===== src/rtl/ra_br_pkg.sv =====
package ra_br_pkg;

   typedef enum logic [1:0] {
      BK_COND  = 2'd0,
      BK_JUMP  = 2'd1,
      BK_INDIR = 2'd2,
      BK_RET   = 2'd3
   } br_kind_e;

endpackage


===== src/rtl/ra_br_decide.sv =====
module ra_br_decide #(
   parameter int PC_W       = 32,
   parameter int INSN_BYTES = 4
) (
   input  logic                 run_i,
   input  logic                 aggr_i,
   input  ra_br_pkg::br_kind_e  kind_i,
   input  logic [PC_W-1:0]      pc_i,
   input  logic                 cond_ok_i,
   input  logic                 cond_taken_i,
   input  logic [PC_W-1:0]      tgt_i,
   input  logic                 tgt_ok_i,
   input  logic                 pred_i,
   input  logic [PC_W-1:0]      ras_i,
   output logic                 taken_o,
   output logic [PC_W-1:0]      npc_o,
   output logic                 stall_o,
   output logic                 log_o
);
   localparam logic [PC_W-1:0] STEP_V = PC_W'(INSN_BYTES);

   logic [PC_W-1:0] seq_pc;
   logic            use_ras;

   assign seq_pc = pc_i + STEP_V;

   always_comb begin
      taken_o = 1'b0;
      stall_o = 1'b0;
      log_o   = 1'b0;
      use_ras = 1'b0;
      unique case (kind_i)
         ra_br_pkg::BK_COND: begin
            if (!run_i || cond_ok_i) begin
               taken_o = cond_taken_i;
               log_o   = run_i;
            end else if (aggr_i) begin
               taken_o = pred_i;
            end else begin
               stall_o = 1'b1;
            end
         end
         ra_br_pkg::BK_JUMP: taken_o = 1'b1;
         ra_br_pkg::BK_INDIR: begin
            if (!run_i || tgt_ok_i) taken_o = 1'b1;
            else                    stall_o = 1'b1;
         end
         ra_br_pkg::BK_RET: begin
            if (!run_i || tgt_ok_i) begin
               taken_o = 1'b1;
            end else if (aggr_i) begin
               taken_o = 1'b1;
               use_ras = 1'b1;
            end else begin
               stall_o = 1'b1;
            end
         end
         default: taken_o = 1'b0;
      endcase

      if (stall_o)      npc_o = pc_i;
      else if (use_ras) npc_o = ras_i;
      else if (taken_o) npc_o = tgt_i;
      else              npc_o = seq_pc;
   end

endmodule


===== src/rtl/ra_br_log.sv =====
module ra_br_log #(
   parameter int DEPTH = 4,
   parameter int W     = 33
) (
   input  logic         clk_i,
   input  logic         rst_ni,
   input  logic         push_i,
   input  logic [W-1:0] din_i,
   input  logic         pop_i,
   output logic         valid_o,
   output logic [W-1:0] dout_o
);
   localparam int CNT_W = $clog2(DEPTH + 1);
   localparam logic [CNT_W-1:0] FULL_V = CNT_W'(DEPTH);

   logic [CNT_W-1:0] count_q;
   logic             accept;
   logic             take;

   assign accept  = push_i && (count_q != FULL_V);
   assign take    = pop_i && (count_q != '0);
   assign valid_o = (count_q != '0);

   always_ff @(posedge clk_i or negedge rst_ni) begin
      if (!rst_ni) begin
         count_q <= '0;
      end else begin
         case ({accept, take})
            2'b10:   count_q <= count_q + 1'b1;
            2'b01:   count_q <= count_q - 1'b1;
            default: count_q <= count_q;
         endcase
      end
   end

   generate
      if (DEPTH == 1) begin : g_single
         logic [W-1:0] slot_q;
         always_ff @(posedge clk_i) begin
            if (accept) slot_q <= din_i;
         end
         assign dout_o = slot_q;
      end else begin : g_ring
         localparam int PTR_W = $clog2(DEPTH);
         localparam logic [PTR_W-1:0] LAST_V = PTR_W'(DEPTH - 1);
         logic [W-1:0]     mem_q [DEPTH];
         logic [PTR_W-1:0] wr_q;
         logic [PTR_W-1:0] rd_q;

         always_ff @(posedge clk_i or negedge rst_ni) begin
            if (!rst_ni) begin
               wr_q <= '0;
               rd_q <= '0;
            end else begin
               if (accept) wr_q <= (wr_q == LAST_V) ? '0 : wr_q + 1'b1;
               if (take)   rd_q <= (rd_q == LAST_V) ? '0 : rd_q + 1'b1;
            end
         end

         always_ff @(posedge clk_i) begin
            if (accept) mem_q[wr_q] <= din_i;
         end

         assign dout_o = mem_q[rd_q];
      end
   endgenerate

endmodule


===== src/rtl/ra_branch_resolver.sv =====
module ra_branch_resolver #(
   parameter int PC_W       = 32,
   parameter int LOG_DEPTH  = 4,
   parameter int INSN_BYTES = 4
) (
   input  logic            clk_i,
   input  logic            rst_ni,
   input  logic            runahead_i,
   input  logic            policy_aggr_i,
   input  logic            br_valid_i,
   input  logic [1:0]      br_kind_i,
   input  logic [PC_W-1:0] br_pc_i,
   input  logic            cond_ok_i,
   input  logic            cond_taken_i,
   input  logic [PC_W-1:0] br_tgt_i,
   input  logic            tgt_ok_i,
   input  logic            pred_taken_i,
   input  logic [PC_W-1:0] ras_top_i,
   output logic            res_valid_o,
   output logic            res_taken_o,
   output logic [PC_W-1:0] res_npc_o,
   output logic            stall_o,
   input  logic            rec_pop_i,
   output logic            rec_valid_o,
   output logic [PC_W-1:0] rec_pc_o,
   output logic            rec_taken_o
);
   localparam int REC_W = PC_W + 1;

   generate
      if (PC_W < 8)        begin : g_bad_pc    $error("PC_W must be at least 8"); end
      if (LOG_DEPTH < 1)   begin : g_bad_depth $error("LOG_DEPTH must be at least 1"); end
      if (INSN_BYTES < 1)  begin : g_bad_step  $error("INSN_BYTES must be at least 1"); end
   endgenerate

   logic            d_taken;
   logic [PC_W-1:0] d_npc;
   logic            d_stall;
   logic            d_log;
   logic            accept;
   logic            stall_q;
   logic            rv_q;
   logic            rt_q;
   logic [PC_W-1:0] rn_q;
   logic [REC_W-1:0] rec_word;

   assign accept = br_valid_i && !stall_q;

   ra_br_decide #(
      .PC_W       (PC_W),
      .INSN_BYTES (INSN_BYTES)
   ) u_decide (
      .run_i        (runahead_i),
      .aggr_i       (policy_aggr_i),
      .kind_i       (ra_br_pkg::br_kind_e'(br_kind_i)),
      .pc_i         (br_pc_i),
      .cond_ok_i    (cond_ok_i),
      .cond_taken_i (cond_taken_i),
      .tgt_i        (br_tgt_i),
      .tgt_ok_i     (tgt_ok_i),
      .pred_i       (pred_taken_i),
      .ras_i        (ras_top_i),
      .taken_o      (d_taken),
      .npc_o        (d_npc),
      .stall_o      (d_stall),
      .log_o        (d_log)
   );

   always_ff @(posedge clk_i or negedge rst_ni) begin
      if (!rst_ni) begin
         stall_q <= 1'b0;
         rv_q    <= 1'b0;
         rt_q    <= 1'b0;
         rn_q    <= '0;
      end else begin
         stall_q <= runahead_i && (stall_q || (accept && d_stall));
         rv_q    <= accept;
         if (accept) begin
            rt_q <= d_taken;
            rn_q <= d_npc;
         end
      end
   end

   ra_br_log #(
      .DEPTH (LOG_DEPTH),
      .W     (REC_W)
   ) u_log (
      .clk_i   (clk_i),
      .rst_ni  (rst_ni),
      .push_i  (accept && d_log),
      .din_i   ({br_pc_i, d_taken}),
      .pop_i   (rec_pop_i),
      .valid_o (rec_valid_o),
      .dout_o  (rec_word)
   );

   assign rec_pc_o    = rec_word[REC_W-1:1];
   assign rec_taken_o = rec_word[0];
   assign res_valid_o = rv_q;
   assign res_taken_o = rt_q;
   assign res_npc_o   = rn_q;
   assign stall_o     = stall_q;

endmodule


===== config.mk =====
export PLATFORM = sky130hd
export DESIGN_NAME = ra_branch_resolver
export DESIGN_NICKNAME = d
export VERILOG_FILES = /design/src/rtl/ra_br_pkg.sv /design/src/rtl/ra_br_decide.sv /design/src/rtl/ra_br_log.sv /design/src/rtl/ra_branch_resolver.sv
export SDC_FILE = /design/constraint.sdc
export NUM_CORES = 1
export LEC_CHECK = 0
export BUFFER_PORTS_ARGS = -buffer_cell sky130_fd_sc_hd__buf_2
export CAP_MARGIN = 20
export CORE_MARGIN = 2
export CORE_UTILIZATION = 40
export CTS_BUF_LIST = sky130_fd_sc_hd__clkbuf_4 sky130_fd_sc_hd__clkbuf_8
export DETAILED_ROUTE_END_ITERATION = 16
export GPL_TIMING_DRIVEN = 0
export SYNTH_ARGS = -nofsm -noshare
export SYNTH_HDL_FRONTEND = slang
export SYNTH_SLANG_ARGS = --single-unit

===== constraint.sdc =====
create_clock -name clk_i -period 2.8 [get_ports clk_i]
set_input_delay 0.84 -clock clk_i [delete_from_list [all_inputs] [get_ports clk_i]]
set_output_delay 0.84 -clock clk_i [all_outputs]
set_load 0.03 [all_outputs]

After elaboration in Yosys (flattened, before gate mapping)
Memories as Yosys holds them, arrays and structs flattened.
Cells that the tools add are included.
{"block": "classes", "muxes": 23, "add_sub_neg": 5, "eq_ne": 8, "n_reduce_logical": 14}
{"op": "$mux 32", "count": 3}
{"op": "$add 32x3->32 const B", "count": 1}
{"op": "$mux 1", "count": 15}
{"op": "$eq 2x2->1 const B", "count": 5}
{"op": "$logic_and 1x1->1", "count": 6}
{"op": "$pmux 3 s2", "count": 1}
{"op": "$add 2x1->2 const B", "count": 2}
{"op": "$eq 2x1->1 const B", "count": 2}
{"op": "$mux 2", "count": 2}
{"op": "$pmux 1 s4", "count": 1}
{"op": "$add 3x1->3 const B", "count": 1}
{"op": "$logic_or 1x1->1", "count": 3}
{"op": "$ne 3x3->1 const B", "count": 1}
{"op": "$pmux 1 s3", "count": 1}
{"op": "$reduce_bool 3->1", "count": 1}
{"op": "$sub 3x1->3 const B", "count": 1}
{"op": "$logic_not 1->1", "count": 2}
{"op": "$logic_not 2->1", "count": 1}
{"op": "$reduce_bool 2->1", "count": 1}
{"block": "totals", "out_inout_bits": 69, "mem_count": 1, "in_bits": 108, "ram_bits": 132, "ff_bits": 42, "word_cells": 58}
{"name": "u_log.g_ring.mem_q", "words": 4, "word_bits": 33, "read_ports": 1, "rd_clocked_by_memory_dff": 0, "wr": 1, "line_no": "ra_br_log.sv:46", "rtl": "logic [W-1:0] mem_q [DEPTH];"}

Logic depth before layout (Yosys ltp)
Gate-level depths: netlist of the first run.
{"block": "logic_depth", "word_depth": 8, "mapped_depth": 11, "ltp_nobuf": 11}

Modules after synthesis
From an unflattened synthesis of the first run, not the netlist that was laid out.
{"block": "unflattened", "cells_unflattened": 538, "hier_area_um2": 8281.7}
{"mod": "ra_br_log", "cells_each": 214, "seq_area_each_um2": 4139.0, "n_inst": 1, "area_each_um2": 5266.3}
{"mod": "ra_br_decide", "cells_each": 248, "seq_area_each_um2": 0.0, "n_inst": 1, "area_each_um2": 1560.2}
{"mod": "ra_branch_resolver", "cells_each": 76, "seq_area_each_um2": 875.8, "n_inst": 1, "area_each_um2": 1455.1}

Worst setup path before layout of the first run
No wires, ideal clock.
{"block": "synth_path", "kind": "input-to-reg", "start": "input port br_valid_i", "end": "memory u_log.g_ring.mem_q[3][0], enable pin", "path_stages": 5, "n_path_buf": 0, "setup_ps": 393, "t_required_ps": 2407, "arrival_ps": 2345, "slack_ps": 61, "path_cell_list": "nand2b_1 > inv_1 > nand4_1 > a31oi_1 > and2_1"}
{"block": "synth_between", "elab_chain_cells": 5}
{"item": "start: declaration", "line_no": "ra_branch_resolver.sv:10", "rtl": "input logic br_valid_i,"}
{"item": "$logic_and 1x1->1", "line_no": "ra_branch_resolver.sv:47", "rtl": "assign accept = br_valid_i && !stall_q;"}
{"item": "$logic_and 1x1->1", "line_no": "ra_branch_resolver.sv:91", "rtl": ".push_i (accept && d_log),"}
{"item": "$logic_and 1x1->1", "line_no": "ra_br_log.sv:20", "rtl": "assign accept = push_i && (count_q != FULL_V);"}
{"item": "$mux 1", "line_no": "ra_br_log.sv:61", "rtl": "if (accept) mem_q[wr_q] <= din_i;"}
{"item": "$mux 1 (not written as such)", "line_no": "ra_br_log.sv:61"}
{"item": "end: declaration", "line_no": "ra_br_log.sv:46"}
Every way passes these cells.

Worst setup path after layout of the first run
{"block": "layout_path", "start": "register u_log.g_ring.rd_q[0]", "end": "output port rec_pc_o[14]"}
{"block": "layout_between", "elab_chain_cells": 1}
{"item": "start: declaration", "line_no": "ra_br_log.sv:48", "rtl": "logic [PTR_W-1:0] rd_q;"}
{"item": "start signal: assignment", "line_no": "ra_br_log.sv:56", "rtl": "if (take) rd_q <= (rd_q == LAST_V) ? '0 : rd_q + 1'b1;"}
{"item": "$mem_v2 4x33"}
{"item": "end: declaration", "line_no": "ra_branch_resolver.sv:25", "rtl": "output logic [PC_W-1:0] rec_pc_o,"}
Every way passes these cells.

==> results of run 1 <==
-- worst max-delay path by stage --
stage / slack, ns / to / from / cells after the start
after CTS: 0.03 / rec_pc_o[8] / u_log.g_ring.rd_q[0] / 4
final: 0.06 / rec_pc_o[14] / u_log.g_ring.rd_q[0] / 4
after global routing: -0.01 / rec_pc_o[2] / u_log.g_ring.rd_q[0] / 4
after global placement: -0.97 / u_log.g_ring.mem_q[1][3] / br_valid_i / 6
after floorplan: 0.06 / u_log.g_ring.mem_q[3][0] / br_valid_i / 5
after detailed placement: -0.43 / rec_pc_o[23] / u_log.g_ring.rd_q[0] / 4
-- worst max-delay path, delay by kind of cell (launching register included) --
kind | cells | cell delay [ns]
buffers and inverters | 3 | 0.52
flip-flops | 1 | 0.39
multiplexers | 1 | 0.51
-- synth_stat cells (12+ instances only) --
master / n / share of area [%]
edfxtp_1: 132 / 50
o21ai_0: 18 / 1.1
nand2_1: 37 / 1.7
xnor2_1: 13 / 1.4
clkbuf_1: 23 / 1.1
mux4_2: 33 / 9.3
nand3_1: 17 / 1.1
nor3_1: 12 / 0.75
nor2_1: 48 / 2.3
xor2_1: 13 / 1.4
dfrtp_1: 42 / 13
a21oi_1: 28 / 1.8
-- metrics by stage --
stage	utilization [%]	power [mW]	cell area, sq um
2_1_floorplan	-	4.80	7980
3_3_place_gp	47.1	5.51	9190
3_5_place_dp	47.5	5.58	9280
4_1_cts	49.8	7.34	9730
5_1_grt	50.3	7.74	9830
6_report	50.3	7.41	9830
-- what timing repair did --
item                                   CTS  global route
cloned                                   0             1
hold buffers                             0             0
setup buffers                            3             1
endpoints found under the hold margin    0             0
setup endpoints to repair               33            26
gates resized for setup                 22            26
-- area by class of cell --
type                       instances  area [sq um]
fill                            1780          9700
sequential                       174          5020
multi-input combinational        354          2770
timing repair buffer             185          1080
tap                              265           332
clock buffer                      18           241
buffer                            35           225
clock inverter                    14           118
inverter                          11          41.3
antenna                            1          2.50
-- report_power, final --
group	total [mW]	switching, mW	internal, mW
clock	1.62	0.914	0.709
sequential	3.06	0.125	2.93
combinational	2.73	1.59	1.14
total	7.41	2.63	4.78
-- registers in the layout, indices dropped and copies added, names as in the netlist --
name                flops
res_npc_o              32
u_log.count_q           3
u_log.g_ring.rd_q       2
u_log.g_ring.wr_q       2
res_valid_o             1
res_taken_o             1
u_log.g_ring.mem_q    132
stall_o                 1
-- routing by layer --
| metal | wire, microns | vias up | track usage (%) | part of all wire (%) |
|---|---|---|---|---|
| met5 | 0 | - | 0 | 0 |
| met3 | 1740 | 25 | 5.22 | 7.3 |
| met4 | 376 | 0 | 6.52 | 1.6 |
| met1 | 10400 | 2966 | 31.4 | 43 |
| met2 | 11400 | 301 | 36.2 | 48 |
| li1 | - | 2650 | - | - |
-- cell families after synthesis --
kind of cell    count (synthesis)  share of synthesized area, %
flops                         174                          62.8
simple gates                  165                          10.3
compound gates                121                          10.8
buf+inv                        47                          2.49
mux                            34                          9.45
xor+xnor                       26                          2.85
fa+ha+maj                       8                          1.35
==> impl_metrics.csv, run 1 <==
group,metric,value,unit
status,status,"complete, no violations",
yosys,synthFlopType,"edfxtp_1",
floorplanning,io_pins,177,
clocking,clock-sinks,174,
detailed_routing,drt_wl_total,24.0,mm
floorplanning,start_util,40.9,%
yosys,ys_types,62,
power,p_leak,3.66,nW
min_path,hold_path.class,"input pin to async pin",
critical_path,cp-end-kind,"primary output",
yosys,ys_ff_latch,174,
clocking,path_clk_slew,0.09,ns
critical_path,cp_data_required_time,1.96,ns
clocking,htree_num_levels,4,
critical_path,worstPathCellList,"clkbuf_16 -> buf_12 -> mux4_2 -> buf_4",
critical_path,rrSetupSlack,0.24,ns
global_route,grt_pass1_vias,5943,
global_route,grt_pass1_wl,35.8,mm
place,io_buffers,175,
critical_path,crit_arrival,1.90,ns
place,place.detailed.hpwl,17.6,mm
flow_run,cap_violations,0,
yosys,synthCells,575,
yosys,ys_seq_area_share,62.8,%
floorplanning,core-area,19500,sq um
timing,worstMarginPinSlew,0.758,ns
yosys,async_reset_ff_share,24.1,%
global_route,antenna_found_initial,1,
critical_path,path_class,"register to primary output",
clocking,clk-insertion-delay-late,0.47,ns
timing,layout_min_cycle_time,2.74,ns
timing,tns,0,ns
critical_path,rr_endpoint,"u_log.count_q[2]",
yosys,synth_nets,691,
yosys,synth-edff-count,132,
critical_path,reg2reg_depth,11,
detailed_routing,postRouteAntennaNets,0,
final_layout,drive_gt1_share,34.8,%
global_route,grt-ovfl-total,0,
timing,hold_ws,0.313,ns
final_layout,layout_commonest_cell,"buf_2",
timing,slew_violations,0,
clocking,numCtsBuffers,17,
timing,setup_ws,0.0649,ns
global_route,grt_max_degree,43,
timing,slew_headroom,49.0,%
critical_path,crit_fanout,10,
timing,fmax,366,MHz
timing,fin_worst_skew,0.0191,ns
timing,setup_viol,0,
final_layout,final_cell_mix,"buf_2, edfxtp_1, nor2_1",
critical_path,reg2reg_from,"stall_o",
final_layout,nets,894,
critical_path,crit_slowest_cell,"mux4_2",
yosys,syn-cell-area,7980,sq um
timing,fin_crit_sh,97.7,%
place,dp_cells,1019,
yosys,yosys_warnings,0,
clocking,cts_tree,"done",
clocking,cts_root_buf,"clkbuf_8",
detailed_routing,drt_iter0_drc,571,
place,place_ws,-0.429,ns
critical_path,cp_slowest_stage_delay,0.51,ns
detailed_routing,firstDrtPassIters,5,
place,gp_routability_congestion,0.938,
floorplanning,die_w,145,microns
floorplanning,num_rows,51,
power,vdd_ir_drop_max,0.345,mV
final_layout,syn2layout_area_growth,23.2,%
clocking,clk_path_buf_depth,2,
timing,finalHoldViolations,0,
floorplanning,die_h,145,microns
global_route,grt_usage,22.7,%
yosys,syn_avg_cell_area,13.9,sq um
detailed_routing,drc_errors,0,
floorplanning,dieArea,21100,sq um
detailed_routing,via_count,5942,
power,power_density,754,nW/um^2
detailed_routing,drt-wirelength-per-cell,22.7,microns
critical_path,start_kind,"register",
final_layout,instances_no_fill,1057,
detailed_routing,viasPerCell,5.62,
No activity file was read; power rests on OpenSTA's default activity.
==> run 2: changes to the inputs <==
--- a/config.mk
+++ b/config.mk
@@ -11,7 +11,6 @@
 export CORE_UTILIZATION = 40
 export CTS_BUF_LIST = sky130_fd_sc_hd__clkbuf_4 sky130_fd_sc_hd__clkbuf_8
 export DETAILED_ROUTE_END_ITERATION = 16
-export GPL_TIMING_DRIVEN = 0
 export SYNTH_ARGS = -nofsm -noshare
 export SYNTH_HDL_FRONTEND = slang
 export SYNTH_SLANG_ARGS = --single-unit
==> impl_metrics.csv, run 2 (synthesis results as in run 1) <==
group,metric,value,unit
final_layout,nets,901,
place,place.detailed.hpwl,17.3,mm
power,power_density,735,nW/um^2
detailed_routing,firstDrtPassIters,7,
clocking,cts_root_buf,"clkbuf_8",
timing,slew_violations,0,
timing,fin_worst_skew,0.0164,ns
min_path,hold_path.class,"input pin to async pin",
critical_path,reg2reg_depth,7,
timing,tns,0,ns
timing,hold_ws,0.475,ns
clocking,path_clk_slew,0.09,ns
global_route,grt_pass1_vias,6252,
final_layout,n_fill_cell,1771,
critical_path,critical_path_depth,3,
final_layout,fin_util,50.5,%
clocking,clk_path_buf_depth,2,
detailed_routing,viasPerCell,5.69,
final_layout,antenna_cells,0,
critical_path,cp_data_required_time,1.96,ns
critical_path,worstPathCellList,"buf_12 -> mux4_2 -> buf_2",
detailed_routing,drt-wirelength-per-cell,22.7,microns
final_layout,final_cell_mix,"buf_2, edfxtp_1, nor2_1",
detailed_routing,drc_errors,0,
clocking,clk-insertion-delay-late,0.46,ns
final_layout,largest_register_ffs,132,
global_route,grt_usage,23.0,%
global_route,grt_max_degree,41,
clocking,htree_num_levels,4,
timing,fmax,371,MHz
detailed_routing,via_count,6052,
critical_path,start_kind,"register",
critical_path,crit_fanout,22,
timing,layout_min_cycle_time,2.70,ns
global_route,grt_pass1_wl,36.7,mm
power,vdd_ir_drop_max,0.297,mV
timing,fin_crit_sh,96.4,%
final_layout,layout_commonest_cell,"buf_2",
critical_path,crit_slowest_cell,"mux4_2",
timing,rsz0062_at_grt,"no",
floorplanning,core-area,19500,sq um
floorplanning,die_h,145,microns
detailed_routing,drt_wl_total,24.1,mm
clocking,numCtsBuffers,17,
floorplanning,dieArea,21100,sq um
critical_path,crit_buf_inv,2,
place,io_buffers,176,
floorplanning,start_util,40.9,%
place,gp_routability_congestion,0.869,
timing,slew_headroom,44.8,%
floorplanning,io_pins,177,
critical_path,path_delay_family,"multiplexers",
critical_path,cp-end-kind,"primary output",
detailed_routing,drt_iter0_drc,539,
timing,setup_viol,0,
critical_path,path_class,"register to primary output",
floorplanning,die_w,145,microns
final_layout,drive_gt1_share,37.8,%
critical_path,rrSetupSlack,0.61,ns
power,p_leak,3.73,nW
place,place_ws,0.148,ns
global_route,grt-ovfl-total,0,
critical_path,reg2reg_from,"u_log.count_q[2]",
detailed_routing,postRouteAntennaNets,0,
timing,worstMarginPinSlew,0.827,ns
flow_run,cap_violations,0,
critical_path,rr_endpoint,"u_log.count_q[1]",
timing,finalHoldViolations,0,
floorplanning,num_rows,51,
final_layout,syn2layout_area_growth,23.5,%
critical_path,cp_slowest_stage_delay,0.56,ns
status,status,"complete, no violations",
critical_path,crit_arrival,1.86,ns
timing,setup_ws,0.101,ns
final_layout,regMostFlops,"u_log.g_ring.mem_q",
global_route,antenna_found_initial,0,
clocking,cts_tree,"done",
clocking,clock-sinks,174,
==> run 2: changes by cell type in the layout (fill, tap and decap cells not counted), sizes merged <==
| cell | delta |
|---|---|
| inv | +1 |
| diode | -1 |
| clkbuf | -24 |
| buf | +31 |
| clkinvlp | +3 |
| clkinv | -4 |
==> run 2: where the power goes <==
part           leakage, nW  switching (mW)  internal, mW
clock                0.174           0.952         0.726
combinational         1.88            1.58         0.952
sequential            1.67           0.110          2.93
==> run 2: metrics by stage <==
stage / total power, mW / cells / cell area (sq um)
final: 7.25 / 1063 / 9860
after global routing: 7.55 / 1063 / 9860
after CTS: 7.31 / 1063 / 9860
after detailed placement: 5.64 / 1031 / 9480
after global placement: 5.59 / 1031 / 9480
after floorplan: 4.80 / 575 / 7980
==> run 2: worst max-delay path by stage <==
stage                         start                        to  slack [ns]
2_1_floorplan            br_valid_i  u_log.g_ring.mem_q[3][0]        0.06
3_3_place_gp             runahead_i             res_npc_o[21]        0.20
3_5_place_dp             runahead_i             res_npc_o[21]        0.15
4_1_cts        u_log.g_ring.rd_q[0]              rec_pc_o[14]        0.06
5_1_grt        u_log.g_ring.rd_q[0]               rec_taken_o        0.02
6_report       u_log.g_ring.rd_q[0]              rec_pc_o[14]        0.10
==> run 2: area by class of cell <==
type	instances	area (sq um)	area share (%)
sequential	174	5020	50.9
multi-input combinational	354	2770	28.1
timing repair buffer	227	1320	13.4
tap	265	332	3.36
clock buffer	18	241	2.45
clock inverter	14	135	1.37
inverter	11	41.3	0.419
==> run 2: timing repair <==
item | 4_1_cts | 5_1_grt
gates resized for setup | 1 | 0
setup buffers | 0 | 0
setup endpoints to repair | 1 | 0
hold buffers | 0 | 0
==> run 2: metal layers <==
metal	GRT usage [%]	part of all wire, %
met3	4.75	7.4
met1	31.7	43
met5	0	0
met2	36.9	47
met4	6.96	2.2
